--- src/rtl/pdma_byte_packetizer.sv ---
module pdma_byte_packetizer #(
  parameter int CNT_W  = 8,
  parameter int TRIG_W = 8
) (
  input  logic              clk,
  input  logic              rst_n,
  input  logic              clr,
  input  logic [1:0]        cfg_elem_size,
  input  logic [CNT_W-1:0]  cfg_elem_cnt,
  input  logic [TRIG_W-1:0] cfg_trig_cnt,
  input  logic              cfg_eol_en,
  input  logic              trig_i,
  input  logic [7:0]        fifo_rdata_i,
  output logic              fifo_pop_o,
  output logic              m_valid_o,
  input  logic              m_ready_i,
  output logic [7:0]        m_data_o,
  output logic              m_eop_o,
  output logic              m_eol_o,
  output logic              ovf_o
);
  localparam int BW = CNT_W + 3;

  logic              busy, pend, ovf;
  logic [BW-1:0]     byte_cnt;
  logic [TRIG_W-1:0] ev_cnt;

  logic [BW-1:0] burst_len;
  logic          trig_ok, last_byte, accept, done, final_ev;

  assign burst_len = BW'(cfg_elem_cnt) << cfg_elem_size;
  assign trig_ok   = trig_i && (cfg_elem_cnt != '0);
  assign last_byte = (byte_cnt == burst_len - BW'(1));
  assign accept    = busy && m_ready_i;
  assign done      = accept && last_byte;
  assign final_ev  = (cfg_trig_cnt != '0) && (ev_cnt == cfg_trig_cnt - TRIG_W'(1));

  assign m_valid_o  = busy;
  assign m_data_o   = fifo_rdata_i;
  assign fifo_pop_o = accept;
  assign m_eop_o    = busy && last_byte && final_ev;
  assign m_eol_o    = busy && last_byte && cfg_eol_en;
  assign ovf_o      = ovf;

  always_ff @(posedge clk or negedge rst_n) begin
    if (!rst_n) begin
      busy     <= 1'b0;
      pend     <= 1'b0;
      ovf      <= 1'b0;
      byte_cnt <= '0;
      ev_cnt   <= '0;
    end else if (clr) begin
      busy     <= 1'b0;
      pend     <= 1'b0;
      ovf      <= 1'b0;
      byte_cnt <= '0;
      ev_cnt   <= '0;
    end else begin
      if (accept)
        byte_cnt <= done ? '0 : byte_cnt + BW'(1);
      if (done && (cfg_trig_cnt != '0))
        ev_cnt <= final_ev ? '0 : ev_cnt + TRIG_W'(1);
      if (!busy) begin
        busy <= trig_ok;
      end else if (done) begin
        busy <= pend || trig_ok;
        pend <= pend && trig_ok;
      end else if (trig_ok) begin
        if (pend) ovf  <= 1'b1;
        else      pend <= 1'b1;
      end
    end
  end


  hold_under_backpressure_chk: assert property (@(posedge clk) disable iff (!rst_n || clr)
    (m_valid_o && !m_ready_i) |=> (m_valid_o && $stable(m_eop_o) && $stable(m_eol_o) && $stable(m_data_o)));


  clear_empties_chk: assert property (@(posedge clk) disable iff (!rst_n)
    clr |=> (!m_valid_o && !ovf_o));


  ovf_sticky_chk: assert property (@(posedge clk) disable iff (!rst_n || clr)
    ovf_o |=> ovf_o);


  ovf_cause_chk: assert property (@(posedge clk) disable iff (!rst_n || clr)
    $rose(ovf_o) |-> $past(trig_i));


  stream_no_eop_chk: assert property (@(posedge clk) disable iff (!rst_n)
    (cfg_trig_cnt == '0) |-> !m_eop_o);


  eol_with_valid_chk: assert property (@(posedge clk) disable iff (!rst_n)
    (m_eol_o || m_eop_o) |-> m_valid_o);
endmodule

--- config.mk ---
export PLATFORM = sky130hd
export DESIGN_NAME = pdma_byte_packetizer
export DESIGN_NICKNAME = d
export VERILOG_FILES = /design/src/rtl/pdma_byte_packetizer.sv
export SDC_FILE = /design/constraint.sdc
export NUM_CORES = 1
export LEC_CHECK = 0
export BUFFER_PORTS_ARGS = -buffer_cell sky130_fd_sc_hd__buf_2
export CAP_MARGIN = 25
export CORE_UTILIZATION = 57
export CTS_CLUSTER_DIAMETER = 200
export CTS_CLUSTER_SIZE = 10
export DETAILED_ROUTE_END_ITERATION = 8
export GPL_ROUTABILITY_DRIVEN = 0
export GPL_TIMING_DRIVEN = 0
export PLACE_DENSITY = 0.82
export SLEW_MARGIN = 20
export SYNTH_ARGS = -nofsm -noshare
export SYNTH_HDL_FRONTEND = slang
export SYNTH_SLANG_ARGS = --single-unit
--- constraint.sdc ---
create_clock -name clk -period 4.89 [get_ports clk]
set_input_delay 1.2225 -clock clk [delete_from_list [all_inputs] [get_ports clk]]
set_output_delay 1.2225 -clock clk [all_outputs]
set_load 0.05 [all_outputs]
==> results.json, run 1 <==
{
  "synth_top_family_by_area": "simple AND/OR/NAND/NOR gates",
  "reg2reg_from": "byte_cnt[2]",
  "slew_violations": 0,
  "synth_cell_types": 68,
  "synthMuxAreaShare_pct": 11.4,
  "gr-total-overflow": 0,
  "finish.utilization_pct": 76.0,
  "synthesis.instances": 289,
  "clk_pin_slew_ns": 0.09,
  "min_path_type": "register to register",
  "clock_sink_count": 22,
  "ant_nets": 0,
  "async_flop_share_pct": 100,
  "nets": 384,
  "worst_pin_slew_ns": 0.568,
  "critical_path.max_fanout": 5,
  "drive_above_1_share_pct": 32.9,
  "total_power_mw": 0.503,
  "drt-pass1-iter-count": 5,
  "stdcell_count": 397,
  "core_area_sq_um": 4030,
  "drtIter0Drc": 277,
  "fp.dieArea_sq_um": 4460,
  "h-tree-depth": 1,
  "synth_top_cell_area_share_pct": 23.0,
  "timing.slew.headroom_pct": 61.9,
  "wl_um": 7130,
  "dp.cells": 372,
  "synthToLayoutAreaGrowth_pct": 27.9,
  "synth.avg_cell_area_sq_um": 8.29,
  "worstPathRequired_ns": 3.67,
  "period_share_pct": 99.9,
  "dpl-instance-area_sq_um": 2630,
  "yosysTopAreaCell": "dfrtp_1",
  "finClkSkew_ns": 0.00774,
  "synth_fp_nets": 325,
  "ys_warn_count": 0,
  "final_cell_mix": "buf_2 (33), buf_4 (31), nor3_1 (22), dfrtp_1 (22), xor2_1 (19)",
  "clock_path_buffers": 2,
  "regToRegEndpoint": "m_valid_o",
  "fin_area_sq_um": 3060,
  "critical_path_class": "input pin to output port",
  "drv_cap": 0,
  "start_util_pct": 59.4,
  "insertion_delay_ns": 0.27,
  "synth-adder-area-share_pct": 2.09,
  "cts.root.buffer_cell": "clkbuf_8",
  "power_density_nw_per_um2": 164,
  "finalHoldViolCount": 0,
  "track_usage_pct": 31.3,
  "vias_per_cell": 6.37,
  "reg2reg_depth": 22,
  "io_buffers": 33,
  "drc": 0,
  "die_h_um": 66.8,
  "n_antenna_cell": 0,
  "rrSetupSlack_ns": 1.27,
  "holdPathStages": 2,
  "yosys.area_share.simple_pct": 26.3,
  "holdWs_ns": 0.521,
  "die_w_um": 66.8,
  "dp_hpwl_um": 4150,
  "min_period_ns": 4.88,
  "min_from": "ovf_o",
  "fmax_mhz": 205,
  "avgRoutedWirePerCell_um": 17.9,
  "synth-compound-area-share_pct": 17.4,
  "cp-end-kind": "output port",
  "antenna_found_initial": 0,
  "place_ws_ns": -0.705,
  "first_global_vias": 2208,
  "row_count": 23,
  "ctsHoldBuffers": 0,
  "synth_ff_type": "dfrtp_1",
  "arrival_ns": 3.66,
  "setup_tns_ns": 0,
  "setup_viol": 0,
  "numCtsBuffers": 3,
  "p_leak_nw": 1.33,
  "ir_worst_vdd_uv": 157,
  "crit_path_start_kind": "input pin",
  "synth_edf_count": 0,
  "io_pins": 45,
  "synth-xor-area-share_pct": 10.9,
  "final_common_cell": "buf_2",
  "min_to": "ovf_o",
  "ys_ff_latch": 22,
  "grt_start_max_net_pins": 23,
  "syn-cell-area_sq_um": 2390,
  "grt_first_pass_wirelength_um": 10500,
  "yosysSeqAreaShare_pct": 23.0,
  "routed-via-count": 2527,
  "cts_tree": "done",
  "synthTopCellsByArea": "dfrtp_1 (23%), xor2_1 (6.9%), nor3_1 (4.6%)",
  "status": "complete, no violations",
  "fin_ws_ns": 0.00659
}
-- synth_stat cells, types with 2 or more instances --
cell and instances:
o21bai_1 2, nand2_1 16, o31ai_1 2, xnor2_1 9
nor3_1 22, buf_2 2, a311oi_1 2, nor4_1 2
nand2b_1 2, dfrtp_1 22, mux2i_1 10, o32ai_1 6
or4b_1 2, and2_1 4, nand4_1 5, o21ai_1 3
a211oi_1 5, nor2_1 18, mux2_2 2, or4b_2 3
and3_1 7, a21oi_1 11, mux4_2 4, buf_6 2
ha_1 4, inv_1 17, or4_1 5, nand3b_1 2
mux2_1 4, nor2b_1 6, o21ai_0 4, or2_1 3
buf_4 8, nand3_1 7, clkbuf_1 13, xor2_1 19
o2111ai_1 2, a31oi_1 2
-- registers in the layout, indices dropped and copies added (netlist names) --
| register | cells |
|---|---|
| byte_cnt | 11 |
| pend | 1 |
| m_valid_o | 1 |
| ev_cnt | 8 |
| ovf_o | 1 |
-- layer usage --
| layer | GRT usage, % | part of all wire [%] | up-vias |
|---|---|---|---|
| met5 | 0 | 0 | - |
| met4 | 8.51 | 4.0 | 0 |
| met3 | 4.97 | 6.0 | 28 |
| met2 | 51.3 | 47 | 121 |
| met1 | 42.4 | 42 | 1206 |
| li1 | - | - | 1172 |
-- what timing repair did --
item | 4_1_cts | 5_1_grt
gates cloned | 0 | 0
resized for setup | 24 | 30
hold endpoints to repair | 0 | 0
pin swaps | 8 | 12
setup endpoints to repair | 2 | 3
buffers inserted | 22 | 4
-- how the worst max path moves through the flow --
stage                           startpoint         to  slack [ns]  cells past startpoint
after CTS                 cfg_elem_size[1]    m_eop_o       0.004                     13
final                     cfg_elem_size[1]    m_eop_o       0.007                     14
after floorplan           cfg_elem_size[0]    m_eol_o        0.09                     12
after global routing      cfg_elem_size[1]  m_valid_o       -0.07                     27
after detailed placement  cfg_elem_size[1]    m_eop_o       -0.71                     13
after global placement    cfg_elem_size[1]    m_eop_o       -0.57                     13
-- area by class of cell --
class / instances / area, sq um
multi-input combinational: 223 / 1780
fill: 273 / 966
sequential: 22 / 551
timing repair buffer: 56 / 364
buffer: 24 / 181
inverter: 18 / 67.6
tap: 50 / 62.6
clock buffer: 4 / 55.1
-- critical path, stage by stage --
cell       delay, ns
buf_6           0.12
buf_6           0.13
clkbuf_16       0.14
or2_4           0.25
ha_4            0.18
xnor2_2         0.14
xnor2_1         0.15
or3_4           0.37
a211oi_4        0.22
buf_4           0.16
nand4bb_4       0.14
nor2_4          0.14
and2_4          0.16
buf_8           0.14
-- power breakdown --
part           internal [mW]  total (mW)  switching (mW)
combinational         0.0757       0.181           0.105
clock                 0.0720       0.136          0.0639
sequential             0.184       0.186         0.00251
total                  0.331       0.503           0.172
-- kinds of logic (layout without fill, tap and decap cells) --
kind of cell	count (synthesis)	count (layout)
flops	22	22
compound gates	56	56
fa+ha+maj	4	4
mux	21	21
simple gates	113	113
xor+xnor	29	29
buf+inv	44	102
Power figures use the tool's default switching activity.
==> inputs of run 2 (changes only) <==
Settings changed: SETUP_SLACK_MARGIN set to 0.2, SKIP_CTS_REPAIR_TIMING set to 1.
==> run 2 against run 1 <==
Flip-flop and latch count stayed put. Maximum frequency is 1.7% higher. First-iteration DRC count is 18% lower. Global-route usage is 3.5 points lower. Wire length is 10% lower. Design area is 3.5% lower. Non-clock buffer count is 9 lower. Hold slack worse by 0.0048 ns. Count of clock-buffer cells in the layout stayed put. Critical endpoint unchanged. Largest cell class unchanged.
==> results.json, run 2 (synthesis gave the netlist of run 1 again) <==
{
  "critical_path_class": "input pin to output port",
  "ant_nets": 0,
  "n_antenna_cell": 0,
  "status": "complete, no violations",
  "arrival_ns": 3.58,
  "regMostFlops": "byte_cnt",
  "fin_area_sq_um": 2960,
  "insertion_delay_ns": 0.27,
  "slew_violations": 0,
  "power_density_nw_per_um2": 166,
  "holdWs_ns": 0.516,
  "setup_viol": 0,
  "die_h_um": 66.8,
  "clock_sink_count": 22,
  "antenna_found_initial": 0,
  "finClkSkew_ns": 0.00658,
  "cp-end-kind": "output port",
  "io_buffers": 33,
  "drtIter0Drc": 227,
  "worstPathRequired_ns": 3.67,
  "timing.slew.headroom_pct": 58.9,
  "finish.utilization_pct": 73.4,
  "die_w_um": 66.8,
  "drc": 0,
  "critical_path.max_fanout": 8,
  "track_usage_pct": 27.8,
  "min_period_ns": 4.80,
  "crit_path_start_kind": "input pin",
  "gr-total-overflow": 0,
  "final_common_cell": "buf_2",
  "drt-pass1-iter-count": 5,
  "drive_above_1_share_pct": 28.1,
  "cts_tree": "done",
  "io_pins": 45,
  "finalHoldViolCount": 0,
  "routed-via-count": 2454,
  "reg_top3": "byte_cnt: 11 flops, ev_cnt: 8 flops",
  "h-tree-depth": 1,
  "period_share_pct": 98.2,
  "first_global_vias": 2012,
  "fp.dieArea_sq_um": 4460,
  "min_path_type": "register to register",
  "final_cell_mix": "buf_2 (30), nor3_1 (22), dfrtp_1 (22)",
  "row_count": 23,
  "worst_pin_slew_ns": 0.613,
  "dp_hpwl_um": 4400,
  "fmax_mhz": 208,
  "rsz0062_at_grt": "yes",
  "synthToLayoutAreaGrowth_pct": 23.4,
  "clk_pin_slew_ns": 0.08,
  "core_area_sq_um": 4030,
  "vias_per_cell": 6.32,
  "numCtsBuffers": 3,
  "grt_start_max_net_pins": 23,
  "cts.root.buffer_cell": "clkbuf_8",
  "dpl-instance-area_sq_um": 2640,
  "start_util_pct": 59.4,
  "fillers": 299,
  "avgRoutedWirePerCell_um": 16.5,
  "drv_cap": 0,
  "wl_um": 6390,
  "largest_reg_flops": 11,
  "grt_first_pass_wirelength_um": 9490,
  "nets": 375,
  "clock_path_buffers": 2,
  "p_leak_nw": 1.26,
  "ir_worst_vdd_uv": 180
}
-- run 2: changes by cell type in the layout (fill, tap and decap cells not counted), sizes merged --
cell,delta
buf,-13
clkbuf,+4
-- run 2: cell type report --
cell class	instances	area [sq um]	area share, %
Multi-Input combinational cell	223	1720	58.3
Sequential cell	22	551	18.6
Timing Repair Buffer	45	303	10.2
Buffer	26	194	6.56
Inverter	18	67.6	2.29
Tap cell	50	62.6	2.12
Clock buffer	4	55.1	1.86
-- run 2: metrics by stage --
| stage | std cells | total power [mW] | worst slack, ns | setup TNS (ns) |
|---|---|---|---|---|
| floorplan | 289 | 0.296 | 0.212 | 0 |
| global placement | 372 | 0.331 | -0.596 | -1.19 |
| detailed placement | 372 | 0.335 | -0.633 | -1.26 |
| CTS | 376 | 0.465 | -0.645 | -1.29 |
| global route | 388 | 0.515 | -0.00447 | -0.00846 |
| finish | 388 | 0.491 | 0.0862 | 0 |
-- run 2: critical path, cell delays in order --
cell and delay (ns):
buf_12 0.11, buf_8 0.13, mux2i_1 0.11, or2_4 0.24, ha_4 0.18, xnor2_2 0.20
xnor2_1 0.10, or3_4 0.35, a211oi_4 0.29, nand4bb_4 0.19, nor2_4 0.14, and2_4 0.16
buf_8 0.14
-- run 2: layer usage --
metal / vias up / global-route usage (%) / part of all wire, %
met5: - / 0 / 0
met1: 1150 / 40.2 / 44
met4: 0 / 6.12 / 2.4
li1: 1159 / - / -
met3: 26 / 4.28 / 7.3
met2: 119 / 43.3 / 46
-- run 2: worst paths after layout --
check | start | endpoint | slack, ns | cells after the start
min | ovf_o | ovf_o | 0.52 | 2
min reg2reg | ovf_o | ovf_o | 0.52 | 2
max | cfg_elem_size[0] | m_eop_o | 0.09 | 13
max in group asynchronous | rst_n | byte_cnt[5] | 3.63 | 1
min in group asynchronous | rst_n | byte_cnt[4] | 0.92 | 1
max reg2reg | ev_cnt[5] | ev_cnt[5] | 2.03 | 9
-- run 2: power breakdown --
| group | internal (mW) | leakage [nW] | total, mW | switching, mW |
|---|---|---|---|---|
| sequential | 0.184 | 0.305 | 0.186 | 0.00226 |
| combinational | 0.0745 | 0.929 | 0.174 | 0.0991 |
| clock | 0.0718 | 0.0288 | 0.132 | 0.0597 |
| total | 0.330 | 1.26 | 0.491 | 0.161 |
